`config.mk`:
```
export PLATFORM = sky130hd
export DESIGN_NAME = zpan_decim_sel
export DESIGN_NICKNAME = d
export VERILOG_FILES = /design/src/rtl/dsel_pkg.sv /design/src/rtl/dsel_cfg_latch.sv /design/src/rtl/dsel_raster.sv /design/src/rtl/dsel_step_ctr.sv /design/src/rtl/dsel_phase.sv /design/src/rtl/zpan_decim_sel.sv
export SDC_FILE = /design/constraint.sdc
export NUM_CORES = 1
export LEC_CHECK = 0
export ABC_AREA = 1
export CAP_MARGIN = 20
export CORE_MARGIN = 2
export CORE_UTILIZATION = 57
export CTS_CLUSTER_DIAMETER = 150
export DETAILED_ROUTE_END_ITERATION = 7
export GPL_ROUTABILITY_DRIVEN = 0
export PLACE_DENSITY_LB_ADDON = 0.3
export REMOVE_ABC_BUFFERS = 1
export SETUP_SLACK_MARGIN = 0.1
export SYNTH_ARGS = -nofsm -noshare
export SYNTH_HDL_FRONTEND = slang
export SYNTH_SLANG_ARGS = --single-unit
```
`constraint.sdc`:
```
create_clock -name clk -period 10.9 [get_ports clk]
set_input_delay 1.635 -clock clk [delete_from_list [all_inputs] [get_ports clk]]
set_output_delay 1.635 -clock clk [all_outputs]
set_load 0.01 [all_outputs]
```
`src/rtl/dsel_pkg.sv`:
```
package dsel_pkg;

  // Number of cycles in one output interval for a given decimation pair.
  function automatic logic [31:0] phase_span(input logic [31:0] dxm1,
                                             input logic [31:0] dym1,
                                             input logic [31:0] mc);
    return (dxm1 + 32'd1) * (dym1 + 32'd1) * mc;
  endfunction

  // Half-open interval test: org <= pos < org + len.
  function automatic logic in_span(input logic [31:0] pos,
                                   input logic [31:0] org,
                                   input logic [31:0] len);
    return (pos >= org) && (pos < org + len);
  endfunction

endpackage

```
`src/rtl/dsel_cfg_latch.sv`:
```
module dsel_cfg_latch #(
  parameter int XW = 4,
  parameter int YW = 4,
  parameter int DW = 3
) (
  input  logic          clk,
  input  logic          rst_n,
  input  logic          load,
  input  logic [XW-1:0] org_x_in,
  input  logic [YW-1:0] org_y_in,
  input  logic [XW:0]   len_x_in,
  input  logic [YW:0]   len_y_in,
  input  logic [DW-1:0] dxm1_in,
  input  logic [DW-1:0] dym1_in,
  output logic [XW-1:0] org_x,
  output logic [YW-1:0] org_y,
  output logic [XW:0]   len_x,
  output logic [YW:0]   len_y,
  output logic [DW-1:0] dxm1,
  output logic [DW-1:0] dym1
);

  logic [XW-1:0] sh_org_x;
  logic [YW-1:0] sh_org_y;
  logic [XW:0]   sh_len_x;
  logic [YW:0]   sh_len_y;
  logic [DW-1:0] sh_dxm1;
  logic [DW-1:0] sh_dym1;

  always_ff @(posedge clk or negedge rst_n) begin
    if (!rst_n) begin
      sh_org_x <= '0;
      sh_org_y <= '0;
      sh_len_x <= '0;
      sh_len_y <= '0;
      sh_dxm1  <= '0;
      sh_dym1  <= '0;
    end else if (load) begin
      sh_org_x <= org_x_in;
      sh_org_y <= org_y_in;
      sh_len_x <= len_x_in;
      sh_len_y <= len_y_in;
      sh_dxm1  <= dxm1_in;
      sh_dym1  <= dym1_in;
    end
  end

  // The frame-start pixel itself is judged with the values being loaded.
  always_comb begin
    org_x = load ? org_x_in : sh_org_x;
    org_y = load ? org_y_in : sh_org_y;
    len_x = load ? len_x_in : sh_len_x;
    len_y = load ? len_y_in : sh_len_y;
    dxm1  = load ? dxm1_in  : sh_dxm1;
    dym1  = load ? dym1_in  : sh_dym1;
  end

  // shadow copy moves only on a frame-start pixel
  a_r5_shadow_hold: assert property (@(posedge clk) disable iff (!rst_n)
    !load |=> $stable({sh_org_x, sh_org_y, sh_len_x, sh_len_y, sh_dxm1, sh_dym1}));

endmodule

```
`src/rtl/dsel_raster.sv`:
```
module dsel_raster #(
  parameter int FRAME_W = 64,
  parameter int FRAME_H = 48,
  parameter int XW      = 6,
  parameter int YW      = 6
) (
  input  logic          clk,
  input  logic          rst_n,
  input  logic          pix_valid,
  input  logic          pix_first,
  output logic [XW-1:0] pos_x,
  output logic [YW-1:0] pos_y,
  output logic          frame_start,
  output logic          row_end,
  output logic          locked,
  output logic          armed
);

  localparam logic [XW-1:0] XONE  = XW'(1);
  localparam logic [YW-1:0] YONE  = YW'(1);
  localparam logic [XW-1:0] XLAST = XW'(FRAME_W - 1);
  localparam logic [YW-1:0] YLAST = YW'(FRAME_H - 1);

  logic [XW-1:0] col_q;
  logic [YW-1:0] row_q;
  logic          armed_q;

  assign frame_start = pix_valid & pix_first;
  assign pos_x       = frame_start ? '0 : col_q;
  assign pos_y       = frame_start ? '0 : row_q;
  assign row_end     = pix_valid && (pos_x == XLAST);
  assign locked      = armed_q | frame_start;
  assign armed       = armed_q;

  always_ff @(posedge clk or negedge rst_n) begin
    if (!rst_n) begin
      col_q   <= '0;
      row_q   <= '0;
      armed_q <= 1'b0;
    end else if (pix_valid) begin
      if (frame_start) armed_q <= 1'b1;
      if (row_end) begin
        col_q <= '0;
        row_q <= (pos_y == YLAST) ? '0 : pos_y + YONE;
      end else begin
        col_q <= pos_x + XONE;
        row_q <= pos_y;
      end
    end
  end

  // column never leaves the frame
  a_r2_col_bound: assert property (@(posedge clk) disable iff (!rst_n)
    32'(col_q) < FRAME_W);

  // an idle cycle leaves the raster position untouched
  a_r2_idle_hold: assert property (@(posedge clk) disable iff (!rst_n)
    !pix_valid |=> $stable({col_q, row_q}));

endmodule

```
`src/rtl/dsel_step_ctr.sv`:
```
module dsel_step_ctr #(
  parameter int W = 3
) (
  input  logic         clk,
  input  logic         rst_n,
  input  logic         advance,
  input  logic         restart,
  input  logic [W-1:0] wrap_at,
  output logic [W-1:0] cur,
  output logic         hit
);

  localparam logic [W-1:0] ONE = W'(1);

  logic [W-1:0] cnt_q;

  assign cur = restart ? '0 : cnt_q;
  assign hit = (cur == '0);

  always_ff @(posedge clk or negedge rst_n) begin
    if (!rst_n)       cnt_q <= '0;
    else if (advance) cnt_q <= (cur == wrap_at) ? '0 : cur + ONE;
  end

  // a step that reaches the factor starts a new decimation interval
  a_r4_step_wrap: assert property (@(posedge clk) disable iff (!rst_n)
    (advance && cur == wrap_at) |=> cnt_q == '0);

endmodule

```
`src/rtl/dsel_phase.sv`:
```
module dsel_phase #(
  parameter int DW        = 3,
  parameter int PW        = 7,
  parameter int MULTI_CYC = 2
) (
  input  logic          clk,
  input  logic          rst_n,
  input  logic          clr,
  input  logic [DW-1:0] dxm1,
  input  logic [DW-1:0] dym1,
  output logic [PW-1:0] phase
);
  import dsel_pkg::*;

  localparam logic [PW-1:0] PONE = PW'(1);

  logic [31:0]   lim;
  logic          at_top;
  logic [PW-1:0] phase_q;

  assign lim    = phase_span(32'(dxm1), 32'(dym1), 32'(MULTI_CYC)) - 32'd1;
  assign at_top = 32'(phase_q) >= lim;
  assign phase  = phase_q;

  always_ff @(posedge clk or negedge rst_n) begin
    if (!rst_n)       phase_q <= '0;
    else if (clr)     phase_q <= '0;
    else if (!at_top) phase_q <= phase_q + PONE;
  end

  // an emit restarts the phase
  a_r8_phase_clear: assert property (@(posedge clk) disable iff (!rst_n)
    clr |=> phase_q == '0);

  // below the limit the phase climbs by one per cycle
  a_r8_phase_climb: assert property (@(posedge clk) disable iff (!rst_n)
    (!clr && !at_top) |=> phase_q == $past(phase_q) + PONE);

endmodule

```
`src/rtl/zpan_decim_sel.sv`:
```
module zpan_decim_sel #(
  parameter int FRAME_W   = 64,
  parameter int FRAME_H   = 48,
  parameter int DEC_MAX   = 8,
  parameter int MULTI_CYC = 2,
  localparam int XW = $clog2(FRAME_W),
  localparam int YW = $clog2(FRAME_H),
  localparam int DW = (DEC_MAX > 1) ? $clog2(DEC_MAX) : 1,
  localparam int PW = $clog2(DEC_MAX * DEC_MAX * MULTI_CYC + 1)
) (
  input  logic          clk,
  input  logic          rst_n,
  input  logic          pix_valid,
  input  logic          pix_first,
  input  logic [XW-1:0] org_x,
  input  logic [YW-1:0] org_y,
  input  logic [XW:0]   span_x,
  input  logic [YW:0]   span_y,
  input  logic [DW-1:0] dec_x_m1,
  input  logic [DW-1:0] dec_y_m1,
  output logic          out_emit,
  output logic          out_frame,
  output logic [PW-1:0] out_phase
);
  import dsel_pkg::*;

  // Configuration in force for the current pixel
  logic [XW-1:0] e_org_x;
  logic [YW-1:0] e_org_y;
  logic [XW:0]   e_len_x;
  logic [YW:0]   e_len_y;
  logic [DW-1:0] e_dxm1;
  logic [DW-1:0] e_dym1;

  // Raster events
  logic [XW-1:0] pos_x;
  logic [YW-1:0] pos_y;
  logic          frame_start;
  logic          row_end;
  logic          locked;
  logic          armed;

  // Decimation events
  logic [DW-1:0] cur_x;
  logic [DW-1:0] cur_y;
  logic          hit_x;
  logic          hit_y;
  logic          in_x;
  logic          in_y;
  logic          emit_nx;
  logic          first_nx;

  logic          emit_q;
  logic          first_q;
  logic          pend_q;

  dsel_cfg_latch #(.XW(XW), .YW(YW), .DW(DW)) u_cfg (
    .clk      (clk),
    .rst_n    (rst_n),
    .load     (frame_start),
    .org_x_in (org_x),
    .org_y_in (org_y),
    .len_x_in (span_x),
    .len_y_in (span_y),
    .dxm1_in  (dec_x_m1),
    .dym1_in  (dec_y_m1),
    .org_x    (e_org_x),
    .org_y    (e_org_y),
    .len_x    (e_len_x),
    .len_y    (e_len_y),
    .dxm1     (e_dxm1),
    .dym1     (e_dym1)
  );

  dsel_raster #(.FRAME_W(FRAME_W), .FRAME_H(FRAME_H), .XW(XW), .YW(YW)) u_raster (
    .clk         (clk),
    .rst_n       (rst_n),
    .pix_valid   (pix_valid),
    .pix_first   (pix_first),
    .pos_x       (pos_x),
    .pos_y       (pos_y),
    .frame_start (frame_start),
    .row_end     (row_end),
    .locked      (locked),
    .armed       (armed)
  );

  // Column step: restarts at the window's left edge on every row
  dsel_step_ctr #(.W(DW)) u_step_x (
    .clk     (clk),
    .rst_n   (rst_n),
    .advance (pix_valid),
    .restart (pos_x == e_org_x),
    .wrap_at (e_dxm1),
    .cur     (cur_x),
    .hit     (hit_x)
  );

  // Row step: advances once per completed row, restarts on the window's top row
  dsel_step_ctr #(.W(DW)) u_step_y (
    .clk     (clk),
    .rst_n   (rst_n),
    .advance (row_end),
    .restart (pos_y == e_org_y),
    .wrap_at (e_dym1),
    .cur     (cur_y),
    .hit     (hit_y)
  );

  // Positions are always inside the frame, so clipping falls out of the span test.
  assign in_x     = in_span(32'(pos_x), 32'(e_org_x), 32'(e_len_x));
  assign in_y     = in_span(32'(pos_y), 32'(e_org_y), 32'(e_len_y));
  assign emit_nx  = pix_valid & locked & in_x & in_y & hit_x & hit_y;
  assign first_nx = emit_nx & (pend_q | frame_start);

  always_ff @(posedge clk or negedge rst_n) begin
    if (!rst_n) begin
      emit_q  <= 1'b0;
      first_q <= 1'b0;
      pend_q  <= 1'b0;
    end else begin
      emit_q  <= emit_nx;
      first_q <= first_nx;
      if (emit_nx)          pend_q <= 1'b0;
      else if (frame_start) pend_q <= 1'b1;
    end
  end

  dsel_phase #(.DW(DW), .PW(PW), .MULTI_CYC(MULTI_CYC)) u_phase (
    .clk   (clk),
    .rst_n (rst_n),
    .clr   (emit_nx),
    .dxm1  (e_dxm1),
    .dym1  (e_dym1),
    .phase (out_phase)
  );

  assign out_emit  = emit_q;
  assign out_frame = first_q;

  // nothing is selected before the first frame start after reset
  a_r1_quiet_unarmed: assert property (@(posedge clk) disable iff (!rst_n)
    !armed |-> !emit_q);

  // the frame flag only ever rides on an emit
  a_r6_flag_on_emit: assert property (@(posedge clk) disable iff (!rst_n)
    first_q |-> emit_q);

  // phase reads zero whenever an emit is presented
  a_r8_zero_at_emit: assert property (@(posedge clk) disable iff (!rst_n)
    emit_q |-> out_phase == '0);

  // a selected pixel sat on both decimation grid points
  a_r4_grid_point: assert property (@(posedge clk) disable iff (!rst_n)
    emit_nx |-> (cur_x == '0 && cur_y == '0));

endmodule

```
# Word level (Yosys, flattened, before mapping)
# Index checks and enable logic that the tools add are counted.
# totals
regBits	62
output_inout_bits	10
inputBits	36
# classes
n_bitwise	9
addsub	10
mux	19
n_eq_ne	7
multipliers	1
n_reduce_logical	7
order_cmp	5
# ops
cell	n
$mux W6	7
$ge A8 B32 Y1	1
$mul A32 B32 Y31	1
$sub A32 B1 Y32 const B	1
$mux W3	6
$add A6 B7 Y8	2
$lt A6 B8 Y1	2
$mux W8	2
$mux W7	2
$add A6 B1 Y6 const B	2
$eq A6 B6 Y1	2
$eq A6 B6 Y1 const B	2
$ge A6 B6 Y1	2
$add A3 B1 Y4 const B	2
$add A8 B1 Y8 const B	1
$and A1 B1 Y1	7
$add A3 B1 Y3 const B	2
$eq A3 B3 Y1	2
$logic_not A3 Y1	2
$logic_and A1 B1 Y1	3
$mux W1	2
$ne A2 B2 Y1 const B	1
$or A1 B1 Y1	2
$reduce_and A2 Y1	1
$reduce_bool A2 Y1	1

# Logic depth before layout (Yosys ltp)
# depth
ltp_word	10
ltp_mapped	29
depth_no_buf	28

# Modules after synthesis
# From an unflattened synthesis, not the netlist that was laid out.
# hier_totals
cells_unflattened	715
area_unflattened_um2	5193.7
# by_module_without_submodules
module	cells_per_inst	seq_area_each_um2	n_inst	area_each_um2
dsel_phase	202	200.2	1	1382.6
dsel_cfg_latch	136	800.8	1	1292.5
zpan_decim_sel	182	75.1	1	1189.9
dsel_raster	105	325.3	1	803.3
dsel_step_ctr	45	75.1	2	262.8

# Worst setup path after synthesis
# Ideal clock, no wire load.
# synth_path
kind	input to register
start	input pix_first
end	register u_phase.phase_q[2], in the netlist u_phase.phase[2]
setup_time_ns	0.118
stages	26
t_arrival_ns	5.982
required_ns	10.782
path_slack_ns	4.800
path_cell_list	nand2_2 buf_6 buf_2 nand2_1 nand2_1 nand3_1 or2_2 fa_1 inv_1 fa_1 fa_1 nor2_1 nand2_1 a21oi_1 nand2_1 xor2_1 inv_1 ha_1 nand2_1 or2_2 nand2_1 a21oi_1 nor2_1 nand3_2 nand3_1 nand2_1
# synth_via
word_cells_on_any_way	36
# synth_rtl
item	line	source
start, declared	zpan_decim_sel.sv:14	input logic pix_first,
$and A1 B1 Y1	dsel_raster.sv:28	assign frame_start = pix_valid & pix_first;
$mux W3	dsel_cfg_latch.sv:55	dym1 = load ? dym1_in : sh_dym1;
net e_dym1[2]	zpan_decim_sel.sv:33	logic [DW-1:0] e_dym1;
$add A3 B1 Y4	dsel_pkg.sv:7	return (dxm1 + 32'd1) * (dym1 + 32'd1) * mc;
$mul A32 B32 Y31	dsel_pkg.sv:7	
$sub A32 B1 Y32	dsel_phase.sv:21	assign lim = phase_span(32'(dxm1), 32'(dym1), 32'(MULTI_CYC)) - 32'd1;
$ge A8 B32 Y1	dsel_phase.sv:22	assign at_top = 32'(phase_q) >= lim;
$ne A2 B2 Y1 (no line)	--	
end signal, assigned	dsel_phase.sv:28	else if (!at_top) phase_q <= phase_q + PONE;
end, declared	dsel_phase.sv:19	logic [PW-1:0] phase_q;
# The timed path passes the listed nets, and every way through them passes these cells.
# A chain may end at the register's enable or synchronous reset.

# Worst setup path after layout
# layout_path
start	input pix_valid
end	register u_phase.phase_q[1], in the netlist u_phase.phase[1]
# layout_via
word_cells_on_any_way	36
# layout_rtl
item	line	source
start, declared	zpan_decim_sel.sv:13	input logic pix_valid,
$and A1 B1 Y1	dsel_raster.sv:28	
$mux W3	dsel_cfg_latch.sv:55	
net e_dym1[2]	zpan_decim_sel.sv:33	
$add A3 B1 Y4	dsel_pkg.sv:7	
$mul A32 B32 Y31	dsel_pkg.sv:7	
$sub A32 B1 Y32	dsel_phase.sv:21	
$ge A8 B32 Y1	dsel_phase.sv:22	
$ne A2 B2 Y1 (no line)	--	
# The timed path passes the listed nets, and every way through them passes these cells.

==> run_results.csv <==
group,metric,value,unit
outcome,status,"finished clean",
clock_network,cts.clk_slew.worst_paths,70,ps
yosys,seq_area_frac_synth,31.77,%
detailed_routing,totalWireLength,10100,um
detailed_routing,drtIter0Drc,190,
sta,timing.final.crit_share,68.04,%
clock_network,cts_buffers,9,
sta,skew,9.400,ps
detailed_routing,route.detailed.drc,0,
final_layout,fin_util,68.83,%
clock_network,h-tree-depth,3,
power_and_ir_drop,power.internal,0.0006630,W
final_layout,n_antenna_cell,0,
sta,min_period,7416,ps
sta,setup_tns,0,ps
clock_network,ctsHoldBuffers,0,
clock_network,post_cts.repair.setup_buffers,0,
critical_path,crit_type,"in -> reg",
sta,setup_ws,3484,ps
critical_path,reg2reg_slack,5960,ps
power_and_ir_drop,pwr-share-seq,27.7,%
placed_design,place_ws,3155,ps
global_route,grt_pass1_vias,4153,
clock_network,root_buffer,"clkbuf_8",
detailed_routing,dr_wl_met3,317,um
clock_network,tritoncts,"done",
power_and_ir_drop,p_leak,3.129,nW
sta,drv_slew,0,
flow_run,max_cap_violations,0,
critical_path,arrival,7650,ps
sta,max_freq,134.8,MHz
global_route,grt_pass1_wl,17390,um
sta,rsz0062_at_grt,"no",
power_and_ir_drop,clkPwrFrac,25.4,%
hold_path,min_to,"u_raster.armed",
placed_design,io_buffers,45,
detailed_routing,wl_met2,4952,um
yosys,yosys_warnings,0,
hold_path,hold_class,"reg -> reg",
power_and_ir_drop,design_power_total,0.001082,W
sta,finalSetupViolations,0,
final_layout,multi_input_area,2967,um2
sta,tightest_slew,766.0,ps
critical_path,worstRegToRegCells,24,
floorplanning,dieArea,9324,um2
yosys,async_flop_share,100.0,%
global_route,track_usage,23.79,%
clock_network,clkSinkCount,62,
yosys,synth_area_leaders,"dfrtp_1, ha_1, nand2_1, inv_1, nand3_1",
global_route,grt_overflow,0,
floorplanning,die-width,96.56,um
yosys,netlist.area_leader.share,31.77,%
floorplanning,fp.coreArea,8258,um2
final_layout,n_fill_cell,692,
clock_network,cts.repair.resized,0,
yosys,syn_area,4883,um2
global_route,antenna_found_initial,0,
detailed_routing,drtAntennaViolNets,0,
power_and_ir_drop,power_density,190.3,nW/um2
detailed_routing,via_count,4201,
sta,finalHoldViolCount,0,
power_and_ir_drop,p_sw,0.0004189,W
critical_path,r2r-start,"u_cfg.sh_dym1[0]",
power_and_ir_drop,peakVddDrop,0.1528,mV
power_and_ir_drop,pwr-share-comb,46.9,%
critical_path,critPathLaunchType,"primary input",
placed_design,dp_hpwl,7316,um
final_layout,final_nets,794,
critical_path,crit_fanout,39,
critical_path,setup.worst_path.end_class,"register",
yosys,ys_ff_latch,62,
detailed_routing,drtPass1Iterations,4,
detailed_routing,wl_met1,4547,um
hold_path,hp-start,"u_raster.armed",
yosys,synth_ff_type,"dfrtp_1",
yosys,synth_top_area_cell,"dfrtp_1",
yosys,syn_inst,641,
final_layout,drive_above_1_share,7.215,%
detailed_routing,top_layer_used,"met4",
yosys,synth-edff-count,0,
detailed_routing,routedWlPerCell,12.66,um
floorplanning,initial_utilization,59.14,%
yosys,ys_types,33,
yosys,avgSynthCellArea,7.618,um2
detailed_routing,routed_via_density,5.264,
floorplanning,die_h,96.56,um
clock_network,cts_buffer_depth,2,
final_layout,final_common_cell,"nand2_1",
global_route,grt_max_degree,63,
clock_network,clock_latency,350,ps
final_layout,areaGrowthSynthToFinish,16.40,%
hold_path,hold_depth,2,
final_layout,mostFrequentLayoutCells,"nand2_1, inv_1, ha_1, dfrtp_1, nand3_1",
sta,relSlewSlack,48.93,%
critical_path,reg2reg_to,"u_phase.phase[1]",
floorplanning,rows,33,
final_layout,seqCellArea,1551,um2
power_and_ir_drop,swShare,38.72,%
floorplanning,io_pins,46,
critical_path,required,11130,ps
[worst max path at each step]
stage	from	endpoint	slack [ps]	cells past startpoint
floorplan	pix_first	u_phase.phase[0]	4170	25
global placement	pix_valid	u_phase.phase[4]	3410	26
detailed placement	pix_valid	u_phase.phase[1]	3160	26
CTS	pix_valid	u_phase.phase[1]	3510	27
global route	pix_valid	u_phase.phase[3]	2970	27
finish	pix_valid	u_phase.phase[1]	3480	26
[power by group through the flow]
| stage | clock [W] | combinational (W) | sequential [W] |
|---|---|---|---|
| 2_1_floorplan | 0 | 0.000373 | 0.000301 |
| 4_1_cts | 0.000277 | 0.000509 | 0.000299 |
| 3_3_place_gp | 0 | 0.000477 | 0.000302 |
| 5_1_grt | 0.000287 | 0.000586 | 0.000304 |
| 3_5_place_dp | 0 | 0.000499 | 0.000303 |
| 6_report | 0.000275 | 0.000507 | 0.000300 |
[critical path: stages]
cell and delay [ps]:
clkdlybuf4s50_1 720, nand2_2 540, inv_1 310, nand2_1 70, nand2_1 160, nand3_1 160
or2_2 330, fa_1 540, inv_1 60, fa_1 530, fa_1 550, nor2_1 150
nand2_1 70, a21oi_1 180, nand2_1 130, xor2_1 160, inv_1 60, ha_1 300
nand2_1 60, or2_2 290, nand2_1 60, a21oi_1 50, nor2_1 140, nand3_2 180
nand3_1 150, nand2_1 60
[state kept, by name, summed over array words and instances, names as in the netlist, 3 cells and up]
signal,cells
u_phase.phase,8
u_cfg.sh_len_x,7
u_cfg.sh_dym1,3
u_cfg.sh_org_y,6
u_cfg.sh_dxm1,3
u_step_y.cnt_q,3
u_raster.col_q,6
u_raster.row_q,6
u_step_x.cnt_q,3
u_cfg.sh_org_x,6
u_cfg.sh_len_y,7
[layout make-up]
class | instances | area share [%]
multi-input combinational | 487 | 52.19
sequential | 62 | 27.29
timing repair buffer | 47 | 8.100
inverter | 81 | 5.349
clock buffer | 10 | 2.421
clock inverter | 6 | 2.333
tap | 105 | 2.311
[cell families (layout without fill, tap and decap cells)]
group                      after synthesis  after routing  share of synthesized area, %
buffers and inverters                   92            144                         7.481
adders and majority gates               70             70                         18.86
and+or+nand+nor                        328            328                         29.57
AOI/OAI and AO/OA                       53             53                         5.867
DFF                                     62             62                         31.77
xor gates and xnor gates                36             36                         6.457
[through the flow]
step / hold WS, ps / instance area, um2 / std cells
5_1_grt: 485.7 / 5684 / 798
3_3_place_gp: 444.9 / 5414 / 782
2_1_floorplan: 429.0 / 4822 / 630
6_report: 463.5 / 5684 / 798
3_5_place_dp: 447.0 / 5414 / 782
4_1_cts: 465.5 / 5684 / 798
[cell usage after synthesis, types with 6 or more instances]
cell type / number
nand2_1: 189
inv_1: 77
ha_1: 64
dfrtp_1: 62
nand3_1: 51
nor2_1: 44
o21ai_0: 23
xor2_1: 22
a21oi_1: 21
xnor2_1: 14
nand4_1: 12
or2_2: 12
nand2_2: 7
fa_1: 6
[layer usage]
metal / GRT usage [%] / up-vias
met2: 41.26 / 75
met1: 28.14 / 1950
met4: 11.38 / 0
met3: 4.810 / 27
li1: - / 2149
met5: 0 / -
No activity file was read; power rests on OpenSTA's default activity.
